`src/rtl/ptr_ld_pkg.sv`:
```
// ptr_ld_pkg: shared types, opcode constants and the cycle-count rule for
// the indirect pointer load unit. Assumes 16-bit instruction words with a
// 5-bit destination field in bits 8:4.
package ptr_ld_pkg;

    localparam int IDX_W = 5;

    typedef enum logic [1:0] {
        MODE_PLAIN   = 2'd0,
        MODE_POSTINC = 2'd1,
        MODE_PREDEC  = 2'd2
    } ld_mode_e;

    typedef struct packed {
        logic             hit;
        ld_mode_e         mode;
        logic [IDX_W-1:0] dst;
    } ld_decode_t;

    localparam logic [6:0] OPC_UPPER   = 7'b1001000;
    localparam logic [3:0] NIB_PLAIN   = 4'b1100;
    localparam logic [3:0] NIB_POSTINC = 4'b1101;
    localparam logic [3:0] NIB_PREDEC  = 4'b1110;

    // Base number of cycles for a form in a timing profile, before the SRAM wait.
    function automatic logic [2:0] base_cycles(ld_mode_e m, logic compact);
        logic [2:0] n;
        case (m)
            MODE_PLAIN:   n = 3'd1;
            MODE_POSTINC: n = compact ? 3'd1 : 3'd2;
            MODE_PREDEC:  n = compact ? 3'd2 : 3'd3;
            default:      n = 3'd1;
        endcase
        return n;
    endfunction

endpackage

```
`src/rtl/ptr_ld_decode.sv`:
```
// ptr_ld_decode: combinational decoder for the three indirect load forms.
// Assumes nothing about timing; flags a hit only for exact opcode matches.
module ptr_ld_decode
    import ptr_ld_pkg::*;
(
    input  logic [15:0] word_i,
    output ld_decode_t  dec_o
);

    logic upper_ok;

    // Compare the fixed upper opcode bits.
    always_comb upper_ok = (word_i[15:9] == OPC_UPPER);

    // Map the low nibble to an addressing form and extract the destination.
    always_comb begin
        dec_o.dst  = word_i[8:4];
        dec_o.hit  = 1'b0;
        dec_o.mode = MODE_PLAIN;
        case (word_i[3:0])
            NIB_PLAIN: begin
                dec_o.hit  = upper_ok;
                dec_o.mode = MODE_PLAIN;
            end
            NIB_POSTINC: begin
                dec_o.hit  = upper_ok;
                dec_o.mode = MODE_POSTINC;
            end
            NIB_PREDEC: begin
                dec_o.hit  = upper_ok;
                dec_o.mode = MODE_PREDEC;
            end
            default: begin
                dec_o.hit  = 1'b0;
                dec_o.mode = MODE_PLAIN;
            end
        endcase
    end

endmodule

```
`src/rtl/ptr_ld_addr.sv`:
```
// ptr_ld_addr: pointer arithmetic for the load forms. Produces the
// effective address, the pointer value to commit and the SRAM-window hit.
// Assumes arithmetic modulo 2^ADDR_W.
module ptr_ld_addr
    import ptr_ld_pkg::*;
#(
    parameter int                ADDR_W  = 16,
    parameter logic [ADDR_W-1:0] SRAM_LO = 16'h0100,
    parameter logic [ADDR_W-1:0] SRAM_HI = 16'h40FF
) (
    input  logic [ADDR_W-1:0] ptr_i,
    input  ld_mode_e          mode_i,
    output logic [ADDR_W-1:0] eff_addr_o,
    output logic [ADDR_W-1:0] next_ptr_o,
    output logic              sram_hit_o
);

    logic [ADDR_W-1:0] ptr_inc;
    logic [ADDR_W-1:0] ptr_dec;

    // Full-width increment and decrement so carry and borrow cross bytes.
    always_comb begin
        ptr_inc = ptr_i + ADDR_W'(1);
        ptr_dec = ptr_i - ADDR_W'(1);
    end

    // Select the address used for the read and the pointer to write back.
    always_comb begin
        case (mode_i)
            MODE_POSTINC: begin
                eff_addr_o = ptr_i;
                next_ptr_o = ptr_inc;
            end
            MODE_PREDEC: begin
                eff_addr_o = ptr_dec;
                next_ptr_o = ptr_dec;
            end
            default: begin
                eff_addr_o = ptr_i;
                next_ptr_o = ptr_i;
            end
        endcase
    end

    // Window test on the effective address, inclusive at both ends.
    always_comb sram_hit_o = (eff_addr_o >= SRAM_LO) && (eff_addr_o <= SRAM_HI);

endmodule

```
`src/rtl/ptr_ld_seq.sv`:
```
// ptr_ld_seq: instruction sequencer. Latches the decoded form and profile
// at acceptance, counts cycles and marks the last one. Assumes the pointer
// (and therefore sram_hit_i) is stable while an instruction is in flight.
module ptr_ld_seq
    import ptr_ld_pkg::*;
#(
    parameter int MAX_CYC = 4
) (
    input  logic             clk,
    input  logic             rst_n,
    input  logic             start_i,
    input  ld_decode_t       dec_i,
    input  logic             compact_i,
    input  logic             sram_hit_i,
    output logic             active_o,
    output logic             busy_o,
    output logic             done_o,
    output ld_mode_e         mode_o,
    output logic [IDX_W-1:0] dst_o
);

    localparam int CNT_W = $clog2(MAX_CYC + 1);

    logic [CNT_W-1:0] cnt_q;
    logic [CNT_W-1:0] total;
    logic             compact_q;
    logic             last;

    // Cycle budget for the latched form, plus the SRAM wait in compact mode.
    always_comb total = CNT_W'(base_cycles(mode_o, compact_q))
                      + CNT_W'(compact_q & sram_hit_i);

    // Last cycle of the instruction in flight.
    always_comb last = active_o && (cnt_q == total);

    // Handshake outputs derived from the cycle position.
    always_comb begin
        busy_o = active_o && !last;
        done_o = last;
    end

    // Acceptance, cycle counting and retirement.
    always_ff @(posedge clk) begin
        if (!rst_n) begin
            active_o  <= 1'b0;
            cnt_q     <= CNT_W'(1);
            compact_q <= 1'b0;
            mode_o    <= MODE_PLAIN;
            dst_o     <= '0;
        end else if (start_i) begin
            active_o  <= 1'b1;
            cnt_q     <= CNT_W'(1);
            compact_q <= compact_i;
            mode_o    <= dec_i.mode;
            dst_o     <= dec_i.dst;
        end else if (last) begin
            active_o  <= 1'b0;
        end else if (active_o) begin
            cnt_q     <= cnt_q + CNT_W'(1);
        end
    end

endmodule

```
`src/rtl/ptr_ld_regfile.sv`:
```
// ptr_ld_regfile: register file with a pointer pair. Write priority is
// load result, then pointer update, then side port. Assumes the caller
// gates the side port while an instruction is in flight.
module ptr_ld_regfile
    import ptr_ld_pkg::*;
#(
    parameter int REG_COUNT  = 32,
    parameter int DATA_W     = 8,
    parameter int PTR_LO_IDX = 26,
    parameter int PTR_HI_IDX = 27
) (
    input  logic                  clk,
    input  logic                  rst_n,
    input  logic                  ext_we_i,
    input  logic [IDX_W-1:0]      ext_idx_i,
    input  logic [DATA_W-1:0]     ext_data_i,
    input  logic                  ptr_we_i,
    input  logic [2*DATA_W-1:0]   ptr_data_i,
    input  logic                  dst_we_i,
    input  logic [IDX_W-1:0]      dst_idx_i,
    input  logic [DATA_W-1:0]     dst_data_i,
    input  logic [IDX_W-1:0]      rd_idx_i,
    output logic [DATA_W-1:0]     rd_data_o,
    output logic [2*DATA_W-1:0]   ptr_o
);

    logic [DATA_W-1:0] regs [REG_COUNT];

    // Update every entry with the prioritised write sources.
    always_ff @(posedge clk) begin
        for (int i = 0; i < REG_COUNT; i++) begin
            if (!rst_n) begin
                regs[i] <= '0;
            end else if (dst_we_i && (dst_idx_i == IDX_W'(i))) begin
                regs[i] <= dst_data_i;
            end else if (ptr_we_i && (i == PTR_HI_IDX)) begin
                regs[i] <= ptr_data_i[2*DATA_W-1:DATA_W];
            end else if (ptr_we_i && (i == PTR_LO_IDX)) begin
                regs[i] <= ptr_data_i[DATA_W-1:0];
            end else if (ext_we_i && (ext_idx_i == IDX_W'(i))) begin
                regs[i] <= ext_data_i;
            end
        end
    end

    // Combinational read port and pointer pair view.
    always_comb begin
        rd_data_o = regs[rd_idx_i];
        ptr_o     = {regs[PTR_HI_IDX], regs[PTR_LO_IDX]};
    end

endmodule

```
`src/rtl/ptr_load_unit.sv`:
```
// ptr_load_unit: indirect pointer load unit. Accepts a load word when idle
// or in the last cycle, reads data space in the last cycle and commits the
// loaded byte and pointer update at the edge that closes it. Assumes a read
// port whose data is valid in the strobe cycle, sampled at the clock edge.
module ptr_load_unit
    import ptr_ld_pkg::*;
#(
    parameter int                ADDR_W     = 16,
    parameter int                DATA_W     = 8,
    parameter int                REG_COUNT  = 32,
    parameter int                PTR_LO_IDX = 26,
    parameter int                PTR_HI_IDX = 27,
    parameter logic [ADDR_W-1:0] SRAM_LO    = 16'h0100,
    parameter logic [ADDR_W-1:0] SRAM_HI    = 16'h40FF
) (
    input  logic              clk,
    input  logic              rst_n,
    input  logic              instr_valid,
    input  logic [15:0]       instr_word,
    input  logic              compact_mode,
    output logic              busy,
    output logic              done,
    output logic              illegal_combo,
    output logic              mem_rd_en,
    output logic [ADDR_W-1:0] mem_addr,
    input  logic [DATA_W-1:0] mem_rd_data,
    input  logic              rf_wr_en,
    input  logic [IDX_W-1:0]  rf_wr_idx,
    input  logic [DATA_W-1:0] rf_wr_data,
    input  logic [IDX_W-1:0]  rf_rd_idx,
    output logic [DATA_W-1:0] rf_rd_data
);

    ld_decode_t        dec;
    logic              start;
    logic              active;
    ld_mode_e          mode_q;
    logic [IDX_W-1:0]  dst_q;
    logic [ADDR_W-1:0] ptr_q;
    logic [ADDR_W-1:0] eff_addr;
    logic [ADDR_W-1:0] next_ptr;
    logic              sram_hit;
    logic              dst_in_pair;
    logic              ext_we;

    ptr_ld_decode u_decode (
        .word_i (instr_word),
        .dec_o  (dec)
    );

    // Accept a recognised word only while not busy.
    always_comb start = instr_valid && dec.hit && !busy;

    ptr_ld_seq #(
        .MAX_CYC (4)
    ) u_seq (
        .clk        (clk),
        .rst_n      (rst_n),
        .start_i    (start),
        .dec_i      (dec),
        .compact_i  (compact_mode),
        .sram_hit_i (sram_hit),
        .active_o   (active),
        .busy_o     (busy),
        .done_o     (done),
        .mode_o     (mode_q),
        .dst_o      (dst_q)
    );

    ptr_ld_addr #(
        .ADDR_W  (ADDR_W),
        .SRAM_LO (SRAM_LO),
        .SRAM_HI (SRAM_HI)
    ) u_addr (
        .ptr_i      (ptr_q),
        .mode_i     (mode_q),
        .eff_addr_o (eff_addr),
        .next_ptr_o (next_ptr),
        .sram_hit_o (sram_hit)
    );

    // Flag a destination that collides with a pointer byte being updated.
    always_comb begin
        dst_in_pair   = (dst_q == IDX_W'(PTR_LO_IDX)) || (dst_q == IDX_W'(PTR_HI_IDX));
        illegal_combo = active && dst_in_pair && (mode_q != MODE_PLAIN);
    end

    // Read strobe and address for the data-space port.
    always_comb begin
        mem_rd_en = done;
        mem_addr  = eff_addr;
    end

    // Side-port writes are blocked while an instruction is in flight.
    always_comb ext_we = rf_wr_en && !active;

    ptr_ld_regfile #(
        .REG_COUNT  (REG_COUNT),
        .DATA_W     (DATA_W),
        .PTR_LO_IDX (PTR_LO_IDX),
        .PTR_HI_IDX (PTR_HI_IDX)
    ) u_rf (
        .clk        (clk),
        .rst_n      (rst_n),
        .ext_we_i   (ext_we),
        .ext_idx_i  (rf_wr_idx),
        .ext_data_i (rf_wr_data),
        .ptr_we_i   (done && (mode_q != MODE_PLAIN)),
        .ptr_data_i (next_ptr),
        .dst_we_i   (done),
        .dst_idx_i  (dst_q),
        .dst_data_i (mem_rd_data),
        .rd_idx_i   (rf_rd_idx),
        .rd_data_o  (rf_rd_data),
        .ptr_o      (ptr_q)
    );

endmodule

```
`config.mk`:
```
export PLATFORM = sky130hd
export DESIGN_NAME = ptr_load_unit
export DESIGN_NICKNAME = d
export VERILOG_FILES = /design/src/rtl/ptr_ld_pkg.sv /design/src/rtl/ptr_ld_decode.sv /design/src/rtl/ptr_ld_addr.sv /design/src/rtl/ptr_ld_seq.sv /design/src/rtl/ptr_ld_regfile.sv /design/src/rtl/ptr_load_unit.sv
export SDC_FILE = /design/constraint.sdc
export NUM_CORES = 1
export LEC_CHECK = 0
export BUFFER_PORTS_ARGS = -buffer_cell sky130_fd_sc_hd__buf_2
export CAP_MARGIN = 20
export CORE_MARGIN = 3
export CORE_UTILIZATION = 55
export DETAILED_ROUTE_END_ITERATION = 8
export GPL_TIMING_DRIVEN = 0
export PLACE_DENSITY_LB_ADDON = 0.12
export SLEW_MARGIN = 20
export SYNTH_ARGS = -nofsm -noshare
export SYNTH_HDL_FRONTEND = slang
export SYNTH_SLANG_ARGS = --single-unit
```
`constraint.sdc`:
```
create_clock -name clk -period 6.3 [get_ports clk]
set_input_delay 0.63 -clock clk [delete_from_list [all_inputs] [get_ports clk]]
set_output_delay 0.63 -clock clk [all_outputs]
set_load 0.05 [all_outputs]
```
==> metrics.yaml <==
status:
  status: "finished, final reports clean"
critical_path:
  critPathLaunchType: "register"
  critical_path_cell_count: 15
  crit_type: "reg -> reg"
  cp_slowest_cell: "o221ai_1"
  path_buf_inv: 4
  critPathMaxFanout: 10
  path_cells: "inv_1 > ha_1 > or4bb_1 > buf_2 > or4_4 > xnor2_4 > a31o_2 > a211oi_2 > ha_1 > ha_1 > xor2_1 > or4_1 > clkbuf_1 > buf_1 > o221ai_1"
  max_stage_delay_ns: 0.98
  critPathMostFrequentCell: "ha_1"
  worstSetupEndpointType: "register"
  cp.required_ns: 6.46
  reg2reg_depth: 15
  worstPathArrival_ns: 5.98
  path_delay_family: "compound AO/OA/AOI/OAI gates"
final_layout:
  n_fill_cell: 2122
  regArea_sq_um: 7930
  drive_above_1_share: 0.176
  fin_nets: 1298
  antenna_cells: 0
  multi_input_area_sq_um: 6410
  area.growth.synth_to_final_pct: 11.2
clocking:
  clkSinkCount: 268
  cts_root_buf: "clkbuf_16"
  worstSkewPairLatency_ns: 0.55
  postCtsHoldBufs: 0
  cts_max_path_buffers: 3
  ctsResizeCount: 0
  tritoncts: "built"
  cts_made_buffers: 29
  clkSlewWorstSetupHoldPaths_ns: 0.06
  htree_levels: 1
  cts_setup_buffers: 0
timing:
  fin_ws_ns: 0.480
  slew_headroom: 0.221
  setup_tns_ns: 0
  final_hold_viol_count: 0
  finalSetupViolCount: 0
  final_max_slew_viol_count: 0
  period_needed_ns: 5.82
  fin_skew_ns: 0.0191
  fmax_ghz: 0.172
  rsz0062_at_grt: "no"
  tightest_slew_ns: 1.16
  finalCritPeriodShare: 0.924
synthesis:
  postSynth.asyncResetShare: 0
  synth_cell_types: 65
  synth_edf_count: 256
  synth-compound-area-share: 0.199
  yosysTopAreaCellShare: 0.519
  yosys-top-cells-count: "edfxtp_1 (256), a22o_1 (239), nor2_1 (87)"
  synth-main-ff-cell: "edfxtp_1"
  synth-simple-area-share: 0.0904
  syn_avg_cell_area_sq_um: 13.0
  synth.largest_area_cell: "edfxtp_1"
  seq_area_frac_synth: 0.535
  syn_area_sq_um: 14800
  ys_ff_latch: 268
  synth_mux_area_frac: 0.119
  synth_cells: 1139
  synth_warnings: 0
  synth-adder-area-share: 0.00845
  yosysMostFrequentCell: "edfxtp_1"
  synth_area_leaders: "edfxtp_1 (52%), a22o_1 (14%), mux4_2 (9.6%), nor2_1 (2.2%), clkbuf_1 (2.2%)"
  synth_xor_area_frac: 0.0161
  syn_nets: 1196
  synth_top_family_by_area: "compound AO/OA/AOI/OAI gates"
placed_design:
  routabilityCongestion: 1.02
  pre_cts_ws_ns: 0.612
  port_buffers: 70
  dp_hpwl_microns: 36000
pwr:
  p_total_uw: 4090
  worst_ir_drop_vdd_mv: 0.215
  power.leakage_uw: 0.00578
  cellPowerDensity_nw_per_um2: 248
min_path:
  hold_depth: 3
  hp-class: "in -> reg"
flow_run:
  maxCapViolations: 0
routing:
  vias: 11900
  drt_wl_total_microns: 50700
  antenna_left: 0
  drc_errors: 0
  wire_per_inst_microns: 31.8
  drtIter0Drc: 1853
  via_per_inst: 7.43
  drt_first_pass_iters: 7
floorplanning:
  dieWidth_microns: 170
  start_util: 0.564
  pin_count: 75
  coreArea_sq_um: 26300
  dieArea_sq_um: 28900
  rows: 59
  dieHeight_microns: 170
global_routing:
  grt_antenna_before_repair: 0
  grt_max_degree: 14
  gr-total-overflow: 0
  grt_pass1_vias: 11400
  groute.usage.overall: 0.350
  grt_pass1_wl_microns: 73700
## cells in the final DEF (no fill, tap or decap), types with 12 or more instances in the layout
master     instances
o221ai_1          26
a21oi_1           27
inv_1             13
nor3_1            13
xor2_1            12
xnor2_1           12
clkbuf_16         29
nand3_1           18
dfxtp_1           12
clkbuf_1          97
buf_2             80
mux4_2            63
a22o_1           239
o21ai_0           16
nor2_1            87
edfxtp_1         256
nand2_1           60
mux2_2            24
## tightest hold or removal path: cells and delay by family
family        cells  cell delay [ns]
buf+inv           1             0.07
simple gates      1             0.07
mux               1             0.05
## final cells by class
| class | count | share of cell area |
|---|---|---|
| sequential | 268 | 0.481 |
| multi-input combinational | 751 | 0.389 |
| clock buffer | 42 | 0.0483 |
| buffer | 106 | 0.0261 |
| tap | 335 | 0.0255 |
| timing repair buffer | 71 | 0.0217 |
| clock inverter | 10 | 0.00471 |
| inverter | 14 | 0.00319 |
## through the flow
stage,hold WS [ns],cell area (sq um),std cells,util
2_1_floorplan,0.487,14800,1139,-
3_3_place_gp,0.509,15600,1544,0.593
3_5_place_dp,0.527,15600,1545,0.593
4_1_cts,0.312,16500,1597,0.626
5_1_grt,0.334,16500,1597,0.627
6_report,0.323,16500,1597,0.627
## path summary, 6_finish.rpt
| kind | startpoint | to | slack, ns |
|---|---|---|---|
| setup / recovery | u_rf.regs[26][0] | u_rf.regs[22][6] | 0.48 |
| hold / removal | compact_mode | u_seq.compact_q | 0.32 |
| setup reg to reg | u_rf.regs[26][0] | u_rf.regs[22][6] | 0.48 |
| hold reg to reg | u_seq.cnt_q[1] | u_seq.cnt_q[1] | 0.54 |
## cells by family after synthesis
kind of cell	Yosys count
AOI/OAI and AO/OA	360
xor gates and xnor gates	25
adders and majority gates	10
buffers and inverters	120
DFF	268
muxes	92
and+or+nand+nor	264
## metal layers
layer  vias up  part of all wire  GRT usage
li1       4885                 -          -
met2       925              0.45      0.540
met1      5858              0.36      0.474
met3       199              0.13     0.0901
met4         0             0.060      0.153
met5         -                 0          0
## report_power, final
part | switching, uW | leakage, uW | internal, uW
registers | 24.2 | 0.00275 | 2010
logic | 312 | 0.00261 | 128
clock network | 699 | 0.000421 | 911
total | 1040 | 0.00578 | 3050
## flip-flops by register name, summed over array words and instances, names as in the netlist
register         cells
u_seq.mode_o         2
u_seq.compact_q      1
u_seq.active_o       1
u_rf.regs          256
u_seq.dst_o          5
u_seq.cnt_q          3
(Power assumes the default switching activity.)
